**config.mk**
```make
export PLATFORM = sky130hd
export DESIGN_NAME = bcd_par_adder
export DESIGN_NICKNAME = d
export VERILOG_FILES = /design/src/rtl/bcd_par_adder.sv
export SDC_FILE = /design/constraint.sdc
export NUM_CORES = 1
export LEC_CHECK = 0
export BUFFER_PORTS_ARGS = -buffer_cell sky130_fd_sc_hd__buf_2
export CAP_MARGIN = 30
export CORE_MARGIN = 8
export CORE_UTILIZATION = 28
export DETAILED_ROUTE_END_ITERATION = 8
export PLACE_DENSITY = 0.59
export SLEW_MARGIN = 20
export SYNTH_ARGS = -nofsm -noshare
export SYNTH_HDL_FRONTEND = slang
export SYNTH_SLANG_ARGS = --single-unit
```
**constraint.sdc**
```tcl
create_clock -name clk -period 0.8 [get_ports clk]
set_input_delay 0.08 -clock clk [delete_from_list [all_inputs] [get_ports clk]]
set_output_delay 0.08 -clock clk [all_outputs]
set_load 0.1 [all_outputs]
```
**src/rtl/bcd_par_adder.sv**
```systemverilog
module bcd_par_adder #(
  parameter int DIGITS = 4
) (
  input  logic                  clk,
  input  logic                  rst_n,
  input  logic [4*DIGITS-1:0]   a_i,
  input  logic [4*DIGITS-1:0]   b_i,
  input  logic                  cin_i,
  output logic [4*DIGITS-1:0]   sum_o,
  output logic                  cout_o
);
  localparam int W = 4 * DIGITS;

  // lookahead 4-bit add with carry out
  function automatic logic [4:0] la_add(input logic [3:0] x, input logic [3:0] y, input logic c0);
    logic [3:0] g, p;
    logic c1, c2, c3, c4;
    g  = x & y;
    p  = x ^ y;
    c1 = g[0] | (p[0] & c0);
    c2 = g[1] | (p[1] & g[0]) | (p[1] & p[0] & c0);
    c3 = g[2] | (p[2] & g[1]) | (p[2] & p[1] & g[0]) | (p[2] & p[1] & p[0] & c0);
    c4 = g[3] | (p[3] & g[2]) | (p[3] & p[2] & g[1]) | (p[3] & p[2] & p[1] & g[0])
       | (p[3] & p[2] & p[1] & p[0] & c0);
    return {c4, p ^ {c3, c2, c1, c0}};
  endfunction

  // lookahead 4-bit add, sum bits only
  function automatic logic [3:0] la_sum(input logic [3:0] x, input logic [3:0] y);
    logic [3:0] g, p;
    logic c1, c2, c3;
    g  = x & y;
    p  = x ^ y;
    c1 = g[0];
    c2 = g[1] | (p[1] & g[0]);
    c3 = g[2] | (p[2] & g[1]) | (p[2] & p[1] & g[0]);
    return p ^ {c3, c2, c1, 1'b0};
  endfunction

  logic [DIGITS:0] dcar;
  logic [W-1:0]    sum_d;

  assign dcar[0] = cin_i;

  for (genvar k = 0; k < DIGITS; k++) begin : g_digit
    logic [4:0] raw;
    logic [3:0] z;
    logic       fix;

    assign raw         = la_add(a_i[4*k +: 4], b_i[4*k +: 4], dcar[k]);
    assign z           = raw[3:0];
    assign fix         = raw[4] | (z[3] & z[2]) | (z[3] & z[1]);
    assign dcar[k+1]   = fix;
    assign sum_d[4*k +: 4] = la_sum(z, {1'b0, fix, fix, 1'b0});
  end

  always_ff @(posedge clk or negedge rst_n) begin
    if (!rst_n) begin
      sum_o  <= '0;
      cout_o <= 1'b0;
    end else begin
      sum_o  <= sum_d;
      cout_o <= dcar[DIGITS];
    end
  end
endmodule

```
==> impl_metrics.tcl, run 1 <==
set metrics [dict create \
    grt_antenna_before_repair 0 \
    clockBufferDepth 2 \
    setup_viol 33 \
    gp_congestion 0.781 \
    postRouteAntennaNets 0 \
    cp_max_fo 5 \
    num_rows 28 \
    rsz0062_at_grt "yes" \
    required_ns 0.93 \
    vias 1713 \
    fin_crit_sh_pct 745 \
    drtIter0Drc 34 \
    core_mm2 0.00599 \
    dieHeight_um 95.0 \
    post_drt_wl_per_cell_um 12.9 \
    io_pins 52 \
    numClockSinks 17 \
    yosysSeqAreaShare_pct 24.4 \
    setup_slack_ns -5.16 \
    whs_endpoint "sum_o[4]$_DFF_PN0_" \
    cp-start-kind "input pin" \
    fillerInstances 525 \
    muxShareOfSynthArea_pct 0 \
    violations "negative setup slack" \
    antenna_cells 0 \
    syn-num-nets 236 \
    area_growth_pct 81.7 \
    grt_max_degree 18 \
    regArea_um2 445 \
    irDropWorstVdd_v 0.00245 \
    syn_inst 172 \
    yosys.area_share.simple_pct 17.4 \
    slowest_delay_ns 0.49 \
    async_flop_share_pct 100 \
    clk_pin_slew_ns 0.07 \
    yosys-top-cells-area "dfrtp_1 24%, ha_1 15%, fa_1 9.2%" \
    cp_slowest_cell "or4_4" \
    grt_overflow_total 0 \
    p_per_area_mw_per_mm2 3020 \
    die_w_um 95.0 \
    syn_area_mm2 0.00175 \
    synthDistinctLibCells 56 \
    remaining_drc_errors 0 \
    grt_pass1_vias 1816 \
    track_usage_pct 10.6 \
    slew_viol_final 0 \
    root_buffer "clkbuf_8" \
    nNetsFinal 358 \
    slew_headroom_pct 73.6 \
    yosysMostFrequentCell "ha_1" \
    hold_class "in2reg" \
    drv_cap 0 \
    worstMarginPinSlew_ns 0.393 \
    yosys_most_used_dff "dfrtp_1" \
    holdWs_ns 0.164 \
    synth_compound_area_share_pct 22.6 \
    synth_xor_area_share_pct 7.52 \
    avgSynthCellArea_um2 10.2 \
    multi_input_area_mm2 0.00147 \
    numCtsBuffers 3 \
    grt_pass1_wl_mm 7.94 \
    leakagePower_nw 1.40 \
    ys_ff_latch 17 \
    dp_hpwl_mm 3.99 \
    initial_core_util_pct 29.2 \
    cts_tree "built" \
    hold_path.startpoint "b_i[4]" \
    critPathMostFrequentCell "fa_2" \
    yosys.area.top_type "dfrtp_1" \
    pre_cts_slack_ns -5.65 \
    vias_per_cell 4.65 \
    synth_edf_count 0 \
    synth_fa_ha_area_share_pct 24.2 \
    htreeDepth 1 \
    outcome "finished, violations left" \
    drive_gt1_share_pct 66.2 \
    synth_top_family_by_area "adder cells" \
    fmax_mhz 168 \
    endpoint_kind "flop" \
    hold_depth 2 \
    port_buffers 51 \
    crit_type "in2reg" \
    period_needed_ns 5.96 \
    synth_common_cells "21 x ha_1, 17 x dfrtp_1, 15 x nor2_1" \
    die_area_mm2 0.00902 \
    drt-pass1-iter-count 4 \
    wirelength_mm 4.74 \
    yosys.area.top_type_share_pct 24.4 \
    hold_violations 0 \
    ys_warn_count 0 \
    crit_arrival_ns 6.09 \
]
## worst max-delay path, delay by kind of cell
| kind | cells | cell delay [ns] |
|---|---|---|
| XOR/XNOR | 3 | 0.41 |
| AND/OR/NAND/NOR | 8 | 1.73 |
| buffers and inverters | 4 | 0.20 |
| adder cells (fa/ha/maj) | 6 | 1.91 |
| AO/OA/AOI/OAI | 10 | 1.70 |
## repair_timing
action	CTS	global route
pin swaps	14	11
endpoints found under the setup margin	33	33
hold buffers	1	0
hold endpoints to repair	17	0
setup buffers	11	1
resized for setup	18	8
## cells in the final DEF, fill, tap and decap left out, types with 3 or more instances in the layout
cell type	Yosys	layout
fa_2	0	8
buf_2	1	32
xor2_1	6	4
nand3_1	4	4
buf_12	0	17
nand2_1	6	5
ha_1	21	16
nand4_1	3	3
xnor2_1	9	6
ha_4	0	4
clkbuf_8	0	3
dfrtp_2	0	16
inv_1	11	8
a21o_1	3	3
a21oi_2	1	5
xnor2_2	0	3
or3_1	3	3
nor2_1	15	14
a21oi_1	8	4
buf_4	2	68
## layout make-up
cell class,count,area share (%)
timing repair buffer,121,33.3
clock inverter,1,0.158
inverter,12,1.81
multi-input combinational,139,46.4
clock buffer,3,1.30
sequential,17,14.0
tap,75,2.96
## flip-flops by register name, summed over array words and instances, names as in the netlist
register  cells
cout_o        1
sum_o        16
## logic make-up (layout without fill, tap and decap cells)
group	count (synthesis)	count (layout)
adders and majority gates	29	29
buffers and inverters	16	137
and+or+nand+nor	52	52
xor gates and xnor gates	15	15
AOI/OAI and AO/OA	43	43
DFF	17	17
## metrics by stage
step	cell area (µm²)	power, mW	util, %	cells	setup TNS, ns
after global placement	2890	8.48	48.2	352	-55.53
after detailed placement	2890	8.60	48.2	352	-56.68
after CTS	3110	9.55	51.9	367	-51.81
final	3170	9.57	53.0	368	-51.55
after floorplan	1880	5.77	-	172	-51.74
after global routing	3170	10.1	53.0	368	-54.99
## power breakdown
group	total [mW]	leakage (nW)	internal, mW	switching (mW)
Sequential	1.62	0.182	1.31	0.313
Combinational	7.33	1.20	3.04	4.30
Clock	0.618	0.0255	0.344	0.274
Total	9.57	1.40	4.69	4.89
## metal layers
metal  vias up  GRT usage (%)  share of wire, %
li1        880              -                 -
met1       803           13.0                44
met2        28           19.6                52
met3         2           1.19               3.7
met4         0           1.17              0.25
met5         -              0                 0
## worst max path at each step
stage | slack, ns | startpoint | end
2_1_floorplan | -5.28 | a_i[0] | sum_o[15]$_DFF_PN0_
3_3_place_gp | -5.48 | a_i[0] | sum_o[15]$_DFF_PN0_
3_5_place_dp | -5.65 | a_i[0] | sum_o[15]$_DFF_PN0_
4_1_cts | -5.18 | a_i[0] | sum_o[15]$_DFF_PN0_
5_1_grt | -5.52 | a_i[0] | sum_o[15]$_DFF_PN0_
6_report | -5.16 | a_i[0] | sum_o[15]$_DFF_PN0_
No activity file was read; power rests on OpenSTA's default activity.
==> run 2: changes to the inputs <==
Settings changed: TNS_END_PERCENT set to 50.
==> run 2 against run 1 <==
Setup slack lost 0.10 ns. The run still ends with negative setup slack left. Largest power group unchanged. Sequential cell count stayed put. Critical path type unchanged. Critical path depth unchanged. Hold slack worse by 0.010 ns. Combinational power increased by 1%. Wire length is 1.1% higher. Non-clock buffer count down 1.
==> impl_metrics.tcl, run 2 (synthesized netlist as in run 1, its figures left out) <==
set metrics [dict create \
    vias_per_cell 4.68 \
    setup_viol 33 \
    worstMarginPinSlew_ns 0.362 \
    cp_max_fo 6 \
    slowest_delay_ns 0.49 \
    setup_slack_ns -5.26 \
    final_common_cell "buf_4" \
    leakagePower_nw 1.42 \
    post_drt_wl_per_cell_um 13.1 \
    instances_no_fill 367 \
    nNetsFinal 357 \
    core_mm2 0.00599 \
    cp-start-kind "input pin" \
    remaining_drc_errors 0 \
    rsz0062_at_grt "yes" \
    critPathMostFrequentCell "fa_2" \
    final_cell_mix "63 x buf_4, 32 x buf_2, 18 x buf_12, 17 x dfrtp_1" \
    area_growth_pct 82.9 \
    period_needed_ns 6.06 \
    grt_overflow_total 0 \
    holdWs_ns 0.154 \
    fmax_mhz 165 \
    num_rows 28 \
    clk_pin_slew_ns 0.07 \
    root_buffer "clkbuf_8" \
    fillerInstances 535 \
    initial_core_util_pct 29.2 \
    slew_headroom_pct 75.6 \
    violations "negative setup slack" \
    largestRegisters "sum_o x16, cout_o x1" \
    port_buffers 51 \
    crit_type "in2reg" \
    power_mw 9.61 \
    largest_reg_flops 16 \
    clockBufferDepth 2 \
    track_usage_pct 10.9 \
    vias 1716 \
    grt_max_degree 18 \
    drive_gt1_share_pct 61.3 \
    endpoint_kind "flop" \
    numCtsBuffers 3 \
    top_register "sum_o" \
    die_area_mm2 0.00902 \
    irDropWorstVdd_v 0.00298 \
    grt_pass1_vias 1878 \
    hold_class "in2reg" \
    drtIter0Drc 37 \
    cp_slowest_cell "or4_4" \
    drt-pass1-iter-count 4 \
    drv_cap 0 \
    grt_antenna_before_repair 0 \
    postRouteAntennaNets 0 \
    dp_hpwl_mm 3.98 \
    cts_tree "built" \
    die_w_um 95.0 \
    gp_congestion 0.806 \
    hold_violations 0 \
    wirelength_mm 4.79 \
    outcome "finished, violations left" \
    required_ns 0.94 \
    dp_cells 350 \
    crit_arrival_ns 6.20 \
    numClockSinks 17 \
    io_pins 52 \
    grt_pass1_wl_mm 8.04 \
    dieHeight_um 95.0 \
    p_per_area_mw_per_mm2 3010 \
    fin_crit_sh_pct 758 \
    htreeDepth 1 \
    antenna_cells 0 \
    slew_viol_final 0 \
]
## run 2: cell count changes in the layout (fill, tap and decap cells not counted), moves of 2 or more
| cell | change |
|---|---|
| dfrtp_2 | -16 |
| buf_6 | +3 |
| dfrtp_1 | +16 |
| ha_4 | +3 |
| ha_1 | -2 |
| buf_4 | -5 |
## run 2: critical path: cells and delay by family
family	cells	cell delay, ns
simple gates	8	1.82
buf+inv	4	0.21
xor+xnor	3	0.41
fa+ha+maj	6	1.91
compound gates	10	1.76
## run 2: path summary, 6_finish.rpt
check / from / endpoint / slack (ns) / cells after the start
max in group asynchronous: rst_n / sum_o[12]$_DFF_PN0_ / 0.25 / 2
setup / recovery: a_i[0] / sum_o[15]$_DFF_PN0_ / -5.26 / 31
min in group asynchronous: rst_n / sum_o[0]$_DFF_PN0_ / 0.28 / 2
hold / removal: b_i[4] / sum_o[4]$_DFF_PN0_ / 0.15 / 2
## run 2: routing by layer
metal	share of wire, %	global-route usage (%)	wire (µm)
met1	43	12.9	2060
met2	52	19.9	2490
met3	4.6	1.67	219
met4	0.48	2.34	23
met5	0	0	0
## run 2: layout make-up
class	instances	area (µm²)	share of cell area [%]
multi-input cells	139	1500	46.8
repair buffers	120	1070	33.6
flip-flops and latches	17	425	13.3
well taps	75	93.8	2.94
inverters	12	57.6	1.80
clock buffers	3	41.3	1.29
clock inverters	1	5.00	0.157
## run 2: timing repair
item	4_1_cts	5_1_grt
setup endpoints to repair	33	33
hold endpoints to repair	17	0
pin swaps	13	10
hold buffers	1	0
resized for setup	24	12
setup buffers	10	3
## run 2: power by group
group | internal, mW | switching, mW | total, mW
Clock | 0.345 | 0.291 | 0.636
Sequential | 1.24 | 0.311 | 1.55
Combinational | 3.09 | 4.33 | 7.42
Total | 4.68 | 4.93 | 9.61
## run 2: stage by stage
step	worst slack, ns	instance area [µm²]	util (%)	TNS, ns
finish	-5.26	3190	53.3	-52.95
global route	-5.63	3190	53.3	-56.46
CTS	-5.21	3110	51.9	-52.34
detailed placement	-5.62	2850	47.6	-56.32
global placement	-5.46	2850	47.6	-55.28
floorplan	-5.28	1860	-	-54.33
